[src/rtl/mpTxPkg.sv]
package mpTxPkg;
  typedef enum logic [1:0] {
    LINE_MARK,
    LINE_SPACE,
    LINE_DATA,
    LINE_EXTRA
  } lineSel_e;

  typedef struct packed {
    logic     load;
    logic     shift;
    lineSel_e lineSel;
  } txStb_t;

  typedef enum logic [2:0] {
    ST_IDLE,
    ST_START,
    ST_DATA,
    ST_EXTRA,
    ST_STOP
  } txState_e;
endpackage

[src/rtl/mpTxCtrl.sv]
module mpTxCtrl
  import mpTxPkg::*;
#(
  parameter int TICKS_PER_BIT = 16,
  parameter int DATA_W        = 8
) (
  input  logic       clk,
  input  logic       rstN,
  input  logic       loadStb,
  input  logic       tickEn,
  input  logic [2:0] fmtCode,
  input  logic       mpEnable,
  output txStb_t     stb,
  output logic       busy
);
  localparam int TICK_W = (TICKS_PER_BIT > 1) ? $clog2(TICKS_PER_BIT) : 1;
  localparam int IDX_W  = $clog2(DATA_W);
  localparam logic [TICK_W-1:0] TICK_LAST = TICK_W'(TICKS_PER_BIT - 1);
  localparam logic [IDX_W-1:0]  IDX_WIDE  = IDX_W'(DATA_W - 1);
  localparam logic [IDX_W-1:0]  IDX_NARROW = IDX_W'(DATA_W - 2);

  txState_e          state;
  logic [TICK_W-1:0] tickCnt;
  logic [IDX_W-1:0]  bitIdx;
  logic              stopIdx;
  logic              wideQ, parEnQ, stop2Q, mpQ;
  logic              accept, bitEnd;
  logic [IDX_W-1:0]  lastIdx;

  assign accept  = loadStb && (state == ST_IDLE);
  assign bitEnd  = tickEn && (state != ST_IDLE) && (tickCnt == TICK_LAST);
  assign lastIdx = wideQ ? IDX_WIDE : IDX_NARROW;

  always_ff @(posedge clk or negedge rstN) begin
    if (!rstN) begin
      state   <= ST_IDLE;
      tickCnt <= '0;
      bitIdx  <= '0;
      stopIdx <= 1'b0;
      wideQ   <= 1'b0;
      parEnQ  <= 1'b0;
      stop2Q  <= 1'b0;
      mpQ     <= 1'b0;
    end else if (accept) begin
      state   <= ST_START;
      tickCnt <= '0;
      bitIdx  <= '0;
      stopIdx <= 1'b0;
      wideQ   <= fmtCode[2];
      parEnQ  <= fmtCode[1];
      stop2Q  <= fmtCode[0];
      mpQ     <= mpEnable;
    end else if (state != ST_IDLE && tickEn) begin
      tickCnt <= bitEnd ? '0 : tickCnt + 1'b1;
      if (bitEnd) begin
        case (state)
          ST_START: state <= ST_DATA;
          ST_DATA: begin
            if (bitIdx == lastIdx) state <= (mpQ || parEnQ) ? ST_EXTRA : ST_STOP;
            else bitIdx <= bitIdx + 1'b1;
          end
          ST_EXTRA: state <= ST_STOP;
          ST_STOP: begin
            if (stop2Q && !stopIdx) stopIdx <= 1'b1;
            else state <= ST_IDLE;
          end
          default: state <= ST_IDLE;
        endcase
      end
    end
  end

  always_comb begin
    stb.load  = accept;
    stb.shift = bitEnd && (state == ST_DATA);
    case (state)
      ST_START: stb.lineSel = LINE_SPACE;
      ST_DATA:  stb.lineSel = LINE_DATA;
      ST_EXTRA: stb.lineSel = LINE_EXTRA;
      default:  stb.lineSel = LINE_MARK;
    endcase
  end

  assign busy = (state != ST_IDLE);


  busy_rise_chk: assert property (@(posedge clk) disable iff (!rstN)
    $rose(busy) |-> $past(loadStb));


  load_ignored_chk: assert property (@(posedge clk) disable iff (!rstN)
    (loadStb && state != ST_IDLE && state != ST_START) |=> state != ST_START);


  tick_hold_chk: assert property (@(posedge clk) disable iff (!rstN)
    (!tickEn && !accept) |=> $stable(tickCnt) && $stable(state));


  fmt_hold_chk: assert property (@(posedge clk) disable iff (!rstN)
    (state != ST_IDLE) |=> $stable(wideQ) && $stable(parEnQ) && $stable(stop2Q) && $stable(mpQ));
endmodule

[src/rtl/mpTxDatapath.sv]
module mpTxDatapath
  import mpTxPkg::*;
#(
  parameter int DATA_W = 8
) (
  input  logic              clk,
  input  logic              rstN,
  input  txStb_t            stb,
  input  logic [DATA_W-1:0] txData,
  input  logic              fmtWide,
  input  logic              mpEnable,
  input  logic              mpBitVal,
  input  logic              parityOdd,
  output logic              serialOut
);
  localparam logic [DATA_W-1:0] MASK_WIDE   = '1;
  localparam logic [DATA_W-1:0] MASK_NARROW = {1'b0, {(DATA_W-1){1'b1}}};

  logic [DATA_W-1:0] shiftQ;
  logic              extraQ;
  logic [DATA_W-1:0] sentBits;
  logic              parityBit;

  assign sentBits  = txData & (fmtWide ? MASK_WIDE : MASK_NARROW);
  assign parityBit = (^sentBits) ^ parityOdd;

  always_ff @(posedge clk or negedge rstN) begin
    if (!rstN) begin
      shiftQ <= '0;
      extraQ <= 1'b0;
    end else if (stb.load) begin
      shiftQ <= txData;
      extraQ <= mpEnable ? mpBitVal : parityBit;
    end else if (stb.shift) begin
      shiftQ <= {1'b0, shiftQ[DATA_W-1:1]};
    end
  end

  always_comb begin
    case (stb.lineSel)
      LINE_SPACE: serialOut = 1'b0;
      LINE_DATA:  serialOut = shiftQ[0];
      LINE_EXTRA: serialOut = extraQ;
      default:    serialOut = 1'b1;
    endcase
  end


  shift_in_data_chk: assert property (@(posedge clk) disable iff (!rstN)
    stb.shift |-> stb.lineSel == LINE_DATA);


  extra_hold_chk: assert property (@(posedge clk) disable iff (!rstN)
    (stb.lineSel != LINE_MARK && !stb.load) |=> $stable(extraQ));
endmodule

[src/rtl/mpUartTx.sv]
module mpUartTx
  import mpTxPkg::*;
#(
  parameter int TICKS_PER_BIT = 16,
  parameter int DATA_W        = 8
) (
  input  logic              clk,
  input  logic              rstN,
  input  logic [DATA_W-1:0] txData,
  input  logic              loadStb,
  input  logic [2:0]        fmtCode,
  input  logic              mpEnable,
  input  logic              mpBitVal,
  input  logic              parityOdd,
  input  logic              tickEn,
  output logic              serialOut,
  output logic              busy,
  output logic              txEmpty
);
  txStb_t stb;

  mpTxCtrl #(.TICKS_PER_BIT(TICKS_PER_BIT), .DATA_W(DATA_W)) ctrl (
    .clk(clk), .rstN(rstN), .loadStb(loadStb), .tickEn(tickEn),
    .fmtCode(fmtCode), .mpEnable(mpEnable), .stb(stb), .busy(busy)
  );

  mpTxDatapath #(.DATA_W(DATA_W)) dp (
    .clk(clk), .rstN(rstN), .stb(stb), .txData(txData), .fmtWide(fmtCode[2]),
    .mpEnable(mpEnable), .mpBitVal(mpBitVal), .parityOdd(parityOdd),
    .serialOut(serialOut)
  );

  assign txEmpty = !busy;


  idle_mark_chk: assert property (@(posedge clk) disable iff (!rstN)
    !busy |-> serialOut);


  busy_fall_chk: assert property (@(posedge clk) disable iff (!rstN)
    $fell(busy) |-> $past(tickEn));
endmodule

[config.mk]
export PLATFORM = sky130hd
export DESIGN_NAME = mpUartTx
export DESIGN_NICKNAME = d
export VERILOG_FILES = /design/src/rtl/mpTxPkg.sv /design/src/rtl/mpTxCtrl.sv /design/src/rtl/mpTxDatapath.sv /design/src/rtl/mpUartTx.sv
export SDC_FILE = /design/constraint.sdc
export NUM_CORES = 1
export LEC_CHECK = 0
export BUFFER_PORTS_ARGS = -buffer_cell sky130_fd_sc_hd__buf_2
export CAP_MARGIN = 20
export CORE_UTILIZATION = 25
export CTS_BUF_LIST = sky130_fd_sc_hd__clkbuf_16
export DETAILED_ROUTE_END_ITERATION = 12
export GPL_TIMING_DRIVEN = 0
export PLACE_DENSITY = 0.5
export SYNTH_ARGS = -nofsm -noshare
export SYNTH_HDL_FRONTEND = slang
export SYNTH_SLANG_ARGS = --single-unit
export TNS_END_PERCENT = 10
[constraint.sdc]
create_clock -name clk -period 4.6 [get_ports clk]
set_input_delay 0.92 -clock clk [delete_from_list [all_inputs] [get_ports clk]]
set_output_delay 0.92 -clock clk [all_outputs]
set_load 0.1 [all_outputs]
==> run metrics, run 1 <==
worst slew pin tran 0.555 ns; gr ovfl total 0; diode count 0; unrepaired setup endpoints after global routing no; Sw Pwr 0.347 mW; Critical Path Start Type flip-flop; Slew HR 63.0%; die height 74.5 um; synthesis-to-finish area growth 20.3%; fin crit share 52.1%; Post-Route WL 2.62 mm; Crit. End Element output port; peak supply drop 0.170 mV; post_cts resized 0; final hold violation count 0; # Max-Cap Violations 0; Hold Buf Count CTS 0; placed insts 219; Critical Path Source ctrl.state[2]$_DFFE_PN0P_; Yosys top cell area share 45.8%; critical path arrival 1.48 ns; logic gate share of total power 40.4%; number of placed I/O pins 21; nets@finish 174; R2R cell count 5; Post-synth ARST share 100%; cells taking the most area after synthesis dfrtp_1 (46%), nand2_1 (7.7%), mux2i_1 (6.1%), xnor2_1 (4.7%), o21ai_0 (4.2%); GPL Wtd Cong 0.704; CTS H-tree depth 1; Avg Vias per Cell 4.45; Int Power 0.552 mW; post-CTS setup buffer count 0; commonest cells after routing, fill and taps aside nand2_1 (27), dfrtp_1 (24), buf_2 (21); origin of the worst min-delay path ctrl.mpQ$_DFFE_PN0N_; FF-to-FF End ctrl.state[0]$_DFFE_PN0P_; Starting Density 25.9%; detailed-route via count 992; Die Wd 74.5 um; Main synth FF type dfrtp_1; WP data required 3.68 ns; Leak Pwr 0.740 nW; sequential share of the synthesized area 45.8%; input/output buffers 20; initial antenna violation count 0; yosys warns 0; hold path cells 2; Sw Ratio 38.6%; Die ar. 5540 sq um; most common cell after layout, fill and taps aside nand2_1; clock skew 0.00450 ns; vias in the first global route 1027; Clk pwr share 20.9%; CP max stage cell buf_2; largest net degree at the start of global routing 25; fin. max-slew vios 0; maximum clock rate 0.417 GHz; Root Driver clkbuf_16; CTS Buf Count 3; final setup fails 0; Core Region 5070 sq um; DRC Markers 0; Starting DRT DRC Count 64; outcome completed; Worst-path clk slew 0.06 ns; Sum Neg Setup Slack 0 ns; hpwl dp 1.98 mm; reg2reg start ctrl.state[0]$_DFFE_PN0P_; Syn Inst Count 129; post-synth top area cell dfrtp_1; Total Power 0.899 mW; Critical Path Fanout Max 9; Netlist cell types 40; Post-synth EDFFs 0; first-pass GRT wire length 4.45 mm; CTS tree done; wire per inst 11.7 um; fin cells 223; Hold EP ctrl.mpQ$_DFFE_PN0N_; P per Cell Area 569 nW/um^2; Mapped Area 1310 sq um; total iterations of the first detailed-routing run 4; Synth Area per Inst 10.2 sq um; total track usage 10.5%; syn nets 149; Sink Count 24; Sequential Power Share 38.6%; worst-path cell chain buf_6 -> nor3_4 -> buf_2; shortest period the worst path allows 2.40 ns; Seq cells post-synth 24; Clk Latency, worst-skew pair 0.26 ns; Antenna Violating Nets Remaining 0; internal reg-to-reg setup slack 2.85 ns; layout cell share with drive strength beyond 1 26.1%; # rows 26; WS Path Type flip-flop to output port; worst hold path type flip-flop to flip-flop; Crit path largest cell delay 0.47 ns; clk buf depth 2
## Yosys cell counts, types with 2 or more instances
master,number
o21ai_0,11
nand3_1,3
dfrtp_1,24
a21oi_1,3
inv_1,4
buf_6,2
mux2i_1,8
ha_1,2
nand2_1,27
buf_4,2
xnor2_1,7
o21ai_1,3
nor2_1,6
## registers in the layout, summed over array words and instances, names as in the netlist
register / cells
ctrl.tickCnt: 4
ctrl.mpQ: 1
ctrl.parEnQ: 1
ctrl.state: 3
ctrl.wideQ: 1
dp.extraQ: 1
ctrl.stop2Q: 1
ctrl.stopIdx: 1
ctrl.bitIdx: 3
dp.shiftQ: 8
## cell type report
cell class                 instances  area [sq um]
buffer                             6          46.3
clock buffer                       3          75.1
clock inverter                     1          3.75
fill                             550          3500
inverter                           4          15.0
multi-input combinational         95           651
sequential                        24           601
tap                               70          87.6
timing repair buffer              20           100
## routing by layer
metal | track usage (%) | up-vias | part of all wire [%]
met5 | 0 | - | 0
met4 | 3.14 | 0 | 1.3
met3 | 2.03 | 6 | 2.9
met2 | 18.2 | 19 | 49
met1 | 13.2 | 474 | 47
li1 | - | 493 | -
## through the flow
stage               util (%)  worst slack [ns]  hold WS [ns]  instance area (sq um)
floorplan                  -              1.60         0.438                   1310
global placement        29.6              2.42         0.463                   1500
detailed placement      29.6              2.43         0.463                   1500
CTS                     31.1              2.20         0.478                   1580
global route            31.1              2.12         0.514                   1580
finish                  31.1              2.20         0.472                   1580
## power by group through the flow
| stage | clock, mW | sequential, mW | combinational, mW |
|---|---|---|---|
| after global routing | 0.201 | 0.360 | 0.407 |
| after detailed placement | 0 | 0.351 | 0.366 |
| after global placement | 0 | 0.348 | 0.354 |
| after CTS | 0.191 | 0.347 | 0.368 |
| after floorplan | 0 | 0.338 | 0.303 |
| final | 0.188 | 0.347 | 0.364 |
## cells by family after synthesis
| group | share of synthesized area [%] |
|---|---|
| and+or+nand+nor | 18.7 |
| AOI/OAI and AO/OA | 15.0 |
| adders and majority gates | 1.91 |
| buffers and inverters | 4.67 |
| xor gates and xnor gates | 7.05 |
| DFF | 45.8 |
| muxes | 6.96 |
## how the worst max path moves through the flow
stage | slack (ns) | to | depth (start not counted)
after floorplan | 1.60 | busy | 3
after global placement | 2.42 | dp.extraQ$_DFFE_PN0N_ | 6
after detailed placement | 2.43 | dp.extraQ$_DFFE_PN0N_ | 6
after CTS | 2.20 | txEmpty | 3
after global routing | 2.12 | txEmpty | 3
final | 2.20 | txEmpty | 3
## critical path: cells and delay by family (launching register included)
family,cells,cell delay (ns)
buffers and inverters,2,0.61
DFF,1,0.37
and+or+nand+nor,1,0.24
(Power assumes the default switching activity.)
==> run 2: changes to the inputs <==
--- a/config.mk
+++ b/config.mk
@@ -11,7 +11,7 @@
 export CTS_BUF_LIST = sky130_fd_sc_hd__clkbuf_16
 export DETAILED_ROUTE_END_ITERATION = 12
 export GPL_TIMING_DRIVEN = 0
-export PLACE_DENSITY = 0.5
+export PLACE_DENSITY = 0.51
 export SYNTH_ARGS = -nofsm -noshare
 export SYNTH_HDL_FRONTEND = slang
 export SYNTH_SLANG_ARGS = --single-unit
==> constraint.sdc (replaced) <==
create_clock -name clk -period 2.1 [get_ports clk]
set_input_delay 0.42 -clock clk [delete_from_list [all_inputs] [get_ports clk]]
set_output_delay 0.42 -clock clk [all_outputs]
set_load 0.1 [all_outputs]
==> run 2 against run 1 <==
Against the previous run:
- critical path depth up 1
- wire length shrank 0.84%
- worst setup slack lost 2.0 ns
- largest power group unchanged
- total power grew 130%
- critical path type unchanged
==> run metrics, run 2 (same netlist as run 1, synthesis figures left out) <==
wire per inst 11.6 um (was 11.7 um); Largest register FFs 8 (unchanged); shortest period the worst path allows 1.91 ns; Root Driver clkbuf_16 (unchanged); Largest regs dp.shiftQ x8, ctrl.tickCnt x4 (unchanged); critical path arrival 1.49 ns (was 1.48 ns); diode count 0 (unchanged); largest net degree at the start of global routing 25 (unchanged); Starting DRT DRC Count 42 (was 64); final design utilization 31.6% (was 31.1%); GPL Wtd Cong 0.686 (was 0.704); Total Power 2.09 mW (was 0.899 mW); Avg Vias per Cell 4.28 (was 4.45); Sink Count 24 (unchanged); detailed-route via count 954 (was 992); die height 74.5 um (unchanged); worst slew pin tran 0.539 ns (was 0.555 ns); gr ovfl total 0 (unchanged); fin crit share 90.9%; fin. max-slew vios 0 (unchanged); final hold violation count 0 (unchanged); # Max-Cap Violations 0 (unchanged); hpwl dp 1.88 mm (was 1.98 mm); clk buf depth 2 (unchanged); R2R cell count 7 (was 5); placed cell area 1500 sq um (unchanged); most common cell after layout, fill and taps aside nand2_1 (unchanged); Hold Buf Count CTS 0 (unchanged); post-CTS setup buffer count 0 (unchanged); CTS tree done (unchanged); DRC Markers 0 (unchanged); # rows 26 (unchanged); vias in the first global route 882 (was 1027); Core Region 5070 sq um (unchanged); Slew HR 64.1% (was 63.0%); Antenna Violating Nets Remaining 0 (unchanged); unrepaired setup endpoints after global routing no (unchanged); peak supply drop 0.366 mV (was 0.170 mV); input/output buffers 20 (unchanged); Starting Density 25.9% (unchanged); WP data required 1.68 ns (was 3.68 ns); clock skew 0.00390 ns (was 0.00450 ns); WS Path Type flip-flop to output port (unchanged); commonest cells after routing, fill and taps aside nand2_1 (27), dfrtp_1 (24), buf_2 (21) (unchanged); CTS H-tree depth 1 (unchanged); Worst-path clk slew 0.06 ns (about the same); Design Area, Final 1610 sq um (was 1580 sq um); nets@finish 174 (unchanged); layout cell share with drive strength beyond 1 26.8% (was 26.1%); post_cts resized 0 (unchanged); outcome completed (unchanged); Critical Path Start Type flip-flop (unchanged); Crit. End Element output port (unchanged); synthesis-to-finish area growth 22.3% (was 20.3%); Leak Pwr 0.753 nW (was 0.740 nW); maximum clock rate 0.524 GHz; total iterations of the first detailed-routing run 4 (unchanged); Die ar. 5540 sq um (unchanged); total track usage 10.4% (was 10.5%); first-pass GRT wire length 4.35 mm (was 4.45 mm); initial antenna violation count 0 (unchanged); number of placed I/O pins 21 (unchanged); Clk Latency, worst-skew pair 0.26 ns (about the same); CTS Buf Count 3 (unchanged); Die Wd 74.5 um (unchanged); Post-Route WL 2.59 mm (was 2.62 mm); P per Cell Area 1300 nW/um^2 (was 569 nW/um^2); worst hold path type input port to asynchronous set/reset pin (was flip-flop to flip-flop); Critical Path Fanout Max 9 (unchanged); final setup fails 0 (unchanged); Top reg by flops dp.shiftQ (unchanged)
-- run 2: routing by layer --
layer / wire, um / share of wire [%] / track usage [%]
met1: 1360 / 52 / 14.4
met2: 1090 / 42 / 16.2
met3: 107 / 4.1 / 2.71
met4: 38 / 1.5 / 2.52
met5: 0 / 0 / 0
-- run 2: report_power, final --
group	internal [mW]	switching, mW	leakage (nW)	total (mW)
sequential	0.646	0.109	0.305	0.755
combinational	0.309	0.485	0.397	0.794
clock	0.379	0.166	0.0511	0.545
total	1.33	0.760	0.753	2.09
-- run 2: area by class of cell --
class,instances,area [sq um]
Fill cell,537,3470
Multi-Input combinational cell,95,651
Sequential cell,24,601
Timing Repair Buffer,20,100
Tap cell,70,87.6
Clock buffer,3,75.1
Buffer,6,46.3
Clock inverter,1,30.0
Inverter,4,15.0
-- run 2: critical path, stage by stage (launching register included) --
cell     delay [ns]
dfrtp_1        0.36
buf_4          0.17
a21oi_1        0.16
a311o_2        0.13
buf_2          0.41
-- run 2: per-stage QoR --
| step | TNS [ns] | setup slack, ns | instances | hold WS, ns |
|---|---|---|---|---|
| floorplan | -3.04 | -0.399 | 129 | 0.124 |
| global placement | 0 | 0.347 | 219 | 0.450 |
| detailed placement | 0 | 0.325 | 219 | 0.445 |
| CTS | 0 | 0.179 | 223 | 0.168 |
| global route | 0 | 0.113 | 223 | 0.201 |
| finish | 0 | 0.192 | 223 | 0.138 |
-- run 2: final timing paths --
check / start / end / slack (ns)
worst max register to register: ctrl.state[2]$_DFFE_PN0P_ / dp.shiftQ[3]$_DFFE_PN0P_ / 0.33
worst max-delay path: ctrl.state[1]$_DFFE_PN0P_ / serialOut / 0.19
max in group asynchronous: rstN / ctrl.state[1]$_DFFE_PN0P_ / 1.60
worst min-delay path: rstN / dp.shiftQ[4]$_DFFE_PN0P_ / 0.14
min in group clk: fmtCode[1] / ctrl.parEnQ$_DFFE_PN0N_ / 0.35
worst min register to register: dp.shiftQ[0]$_DFFE_PN0P_ / dp.shiftQ[0]$_DFFE_PN0P_ / 0.48
==> run 3: changes to the inputs <==
--- a/config.mk
+++ b/config.mk
@@ -12,6 +12,7 @@
 export DETAILED_ROUTE_END_ITERATION = 12
 export GPL_TIMING_DRIVEN = 0
 export PLACE_DENSITY = 0.51
+export REMOVE_ABC_BUFFERS = 1
 export SYNTH_ARGS = -nofsm -noshare
 export SYNTH_HDL_FRONTEND = slang
 export SYNTH_SLANG_ARGS = --single-unit
==> run 3 against run 2 <==
Against the previous run:
- maximum frequency down 3.7%
- worst setup slack got worse by 0.074 ns
- combinational power is 14% lower
- critical path depth decreased by 1
- hold slack improved by 0.0011 ns
- sequential cell count stayed put
- clock-buffer cell count stayed put
- cell area down 4.6%
- non-clock buffer count decreased by 6
- clock power decreased by 25%
- via count increased by 2.2%
- global-route usage is 0.52 points lower
- critical endpoint unchanged
- highest routed layer unchanged
==> run metrics, run 3 (same netlist as run 1, synthesis figures left out) <==
outcome completed (unchanged); final hold violation count 0 (unchanged); total track usage 9.89% (was 10.4%); Critical Path Start Type flip-flop (unchanged); die height 74.5 um (unchanged); WP data required 1.68 ns (about the same); Avg Vias per Cell 4.51 (was 4.28); reg2reg start ctrl.state[2]$_DFFE_PN0P_ (unchanged); Critical Path Fanout Max 9 (unchanged); Starting Density 25.9% (unchanged); synthesis-to-finish area growth 16.7% (was 22.3%); worst slew pin tran 0.531 ns (was 0.539 ns); fin crit share 94.4% (was 90.9%); number of placed I/O pins 21 (unchanged); CTS H-tree depth 1 (unchanged); Antenna Violating Nets Remaining 0 (unchanged); fin. max-slew vios 0 (unchanged); shortest period the worst path allows 1.98 ns (was 1.91 ns); Root Driver clkbuf_16 (unchanged); CTS tree done (unchanged); placed cell area 1450 sq um (was 1500 sq um); nets@finish 168 (was 174); maximum clock rate 0.504 GHz (was 0.524 GHz); clk buf depth 2 (unchanged); # rows 26 (unchanged); Largest register FFs 8 (unchanged); Die ar. 5540 sq um (unchanged); GPL Wtd Cong 0.713 (was 0.686); peak supply drop 0.591 mV (was 0.366 mV); hpwl dp 1.92 mm (was 1.88 mm); Die Wd 74.5 um (unchanged); Largest regs dp.shiftQ x8, ctrl.tickCnt x4 (unchanged); largest net degree at the start of global routing 25 (unchanged); Sink Count 24 (unchanged); Design Area, Final 1530 sq um (was 1610 sq um); total iterations of the first detailed-routing run 4 (unchanged); # Max-Cap Violations 0 (unchanged); Worst-path clk slew 0.06 ns (about the same); FF-to-FF End ctrl.state[1]$_DFFE_PN0P_ (was dp.shiftQ[3]$_DFFE_PN0P_); final setup fails 0 (unchanged); initial antenna violation count 0 (unchanged); diode count 0 (unchanged); WS Path Type flip-flop to output port (unchanged); gr ovfl total 0 (unchanged); Leak Pwr 0.715 nW (was 0.753 nW); Crit. End Element output port (unchanged); first-pass GRT wire length 4.17 mm (was 4.35 mm); critical path arrival 1.56 ns (was 1.49 ns); most common cell after layout, fill and taps aside nand2_1 (unchanged); input/output buffers 20 (unchanged); DRC Markers 0 (unchanged); internal reg-to-reg setup slack 0.20 ns (was 0.33 ns); worst hold path type input port to asynchronous set/reset pin (unchanged); CTS Buf Count 3 (unchanged); Post-Route WL 2.48 mm (was 2.59 mm); Slew HR 64.6% (was 64.1%); wire per inst 11.5 um (was 11.6 um); Clk Latency, worst-skew pair 0.25 ns (was 0.26 ns); commonest cells after routing, fill and taps aside nand2_1 (27), dfrtp_1 (24), buf_2 (20) (was nand2_1 (27), dfrtp_1 (24), buf_2 (21)); P per Cell Area 1250 nW/um^2 (was 1300 nW/um^2); Starting DRT DRC Count 10 (was 42); Core Region 5070 sq um (unchanged); clock skew 0.00177 ns (was 0.00390 ns); Total Power 1.91 mW (was 2.09 mW); R2R cell count 4 (was 7); layout cell share with drive strength beyond 1 24.7% (was 26.8%); vias in the first global route 927 (was 882); Top reg by flops dp.shiftQ (unchanged); detailed-route via count 975 (was 954); unrepaired setup endpoints after global routing no (unchanged)
-- run 3: metal layers --
metal  share of wire [%]  vias up  track usage, %  wire length [um]
li1                    -      481               -                 -
met1                  48      465            13.3              1180
met2                  47       27            16.0              1150
met3                 4.8        2            1.90               120
met4                0.77        0            3.14                19
met5                   0        -               0                 0
-- run 3: worst max-delay path by stage --
| stage | startpoint | endpoint |
|---|---|---|
| 4_1_cts | ctrl.state[1]$_DFFE_PN0P_ | serialOut |
| 3_3_place_gp | ctrl.state[2]$_DFFE_PN0P_ | dp.shiftQ[0]$_DFFE_PN0P_ |
| 2_1_floorplan | ctrl.state[2]$_DFFE_PN0P_ | busy |
| 5_1_grt | ctrl.state[2]$_DFFE_PN0P_ | ctrl.state[1]$_DFFE_PN0P_ |
| 3_5_place_dp | ctrl.state[2]$_DFFE_PN0P_ | dp.shiftQ[2]$_DFFE_PN0P_ |
| 6_report | ctrl.state[1]$_DFFE_PN0P_ | serialOut |
-- run 3: layout make-up --
| class | instances | area [sq um] |
|---|---|---|
| clock buffer | 3 | 75.1 |
| fill | 571 | 3540 |
| inverter | 4 | 15.0 |
| multi-input combinational | 95 | 653 |
| sequential | 24 | 601 |
| tap | 70 | 87.6 |
| timing repair buffer | 20 | 100 |
-- run 3: report_power, final --
part / switching [mW] / internal [mW]
Clock: 0.156 / 0.252
Combinational: 0.411 / 0.271
Sequential: 0.175 / 0.646
Total: 0.741 / 1.17
-- run 3: timing repair --
item,CTS,global route
endpoints found under the setup margin,1,0
setup buffers,0,0
hold endpoints to repair,0,0
resized for setup,1,0
hold buffers,0,0
-- run 3: per-stage QoR --
step	setup WS (ns)	std cells	TNS, ns	hold WS (ns)	utilization [%]
after floorplan	-0.417	123	-3.84	0.124	-
after global placement	0.0495	213	0	0.432	28.6
after detailed placement	-0.0000120	213	-0.0000120	0.442	28.6
after CTS	0.117	216	0	0.164	30.2
after global routing	0.0223	216	0	0.188	30.2
final	0.118	216	0	0.139	30.2
-- run 3: critical path, cell delays in order, from the launching register on --
cell     delay, ns
dfrtp_1       0.55
a21oi_1       0.11
a311o_2       0.35
buf_2         0.29
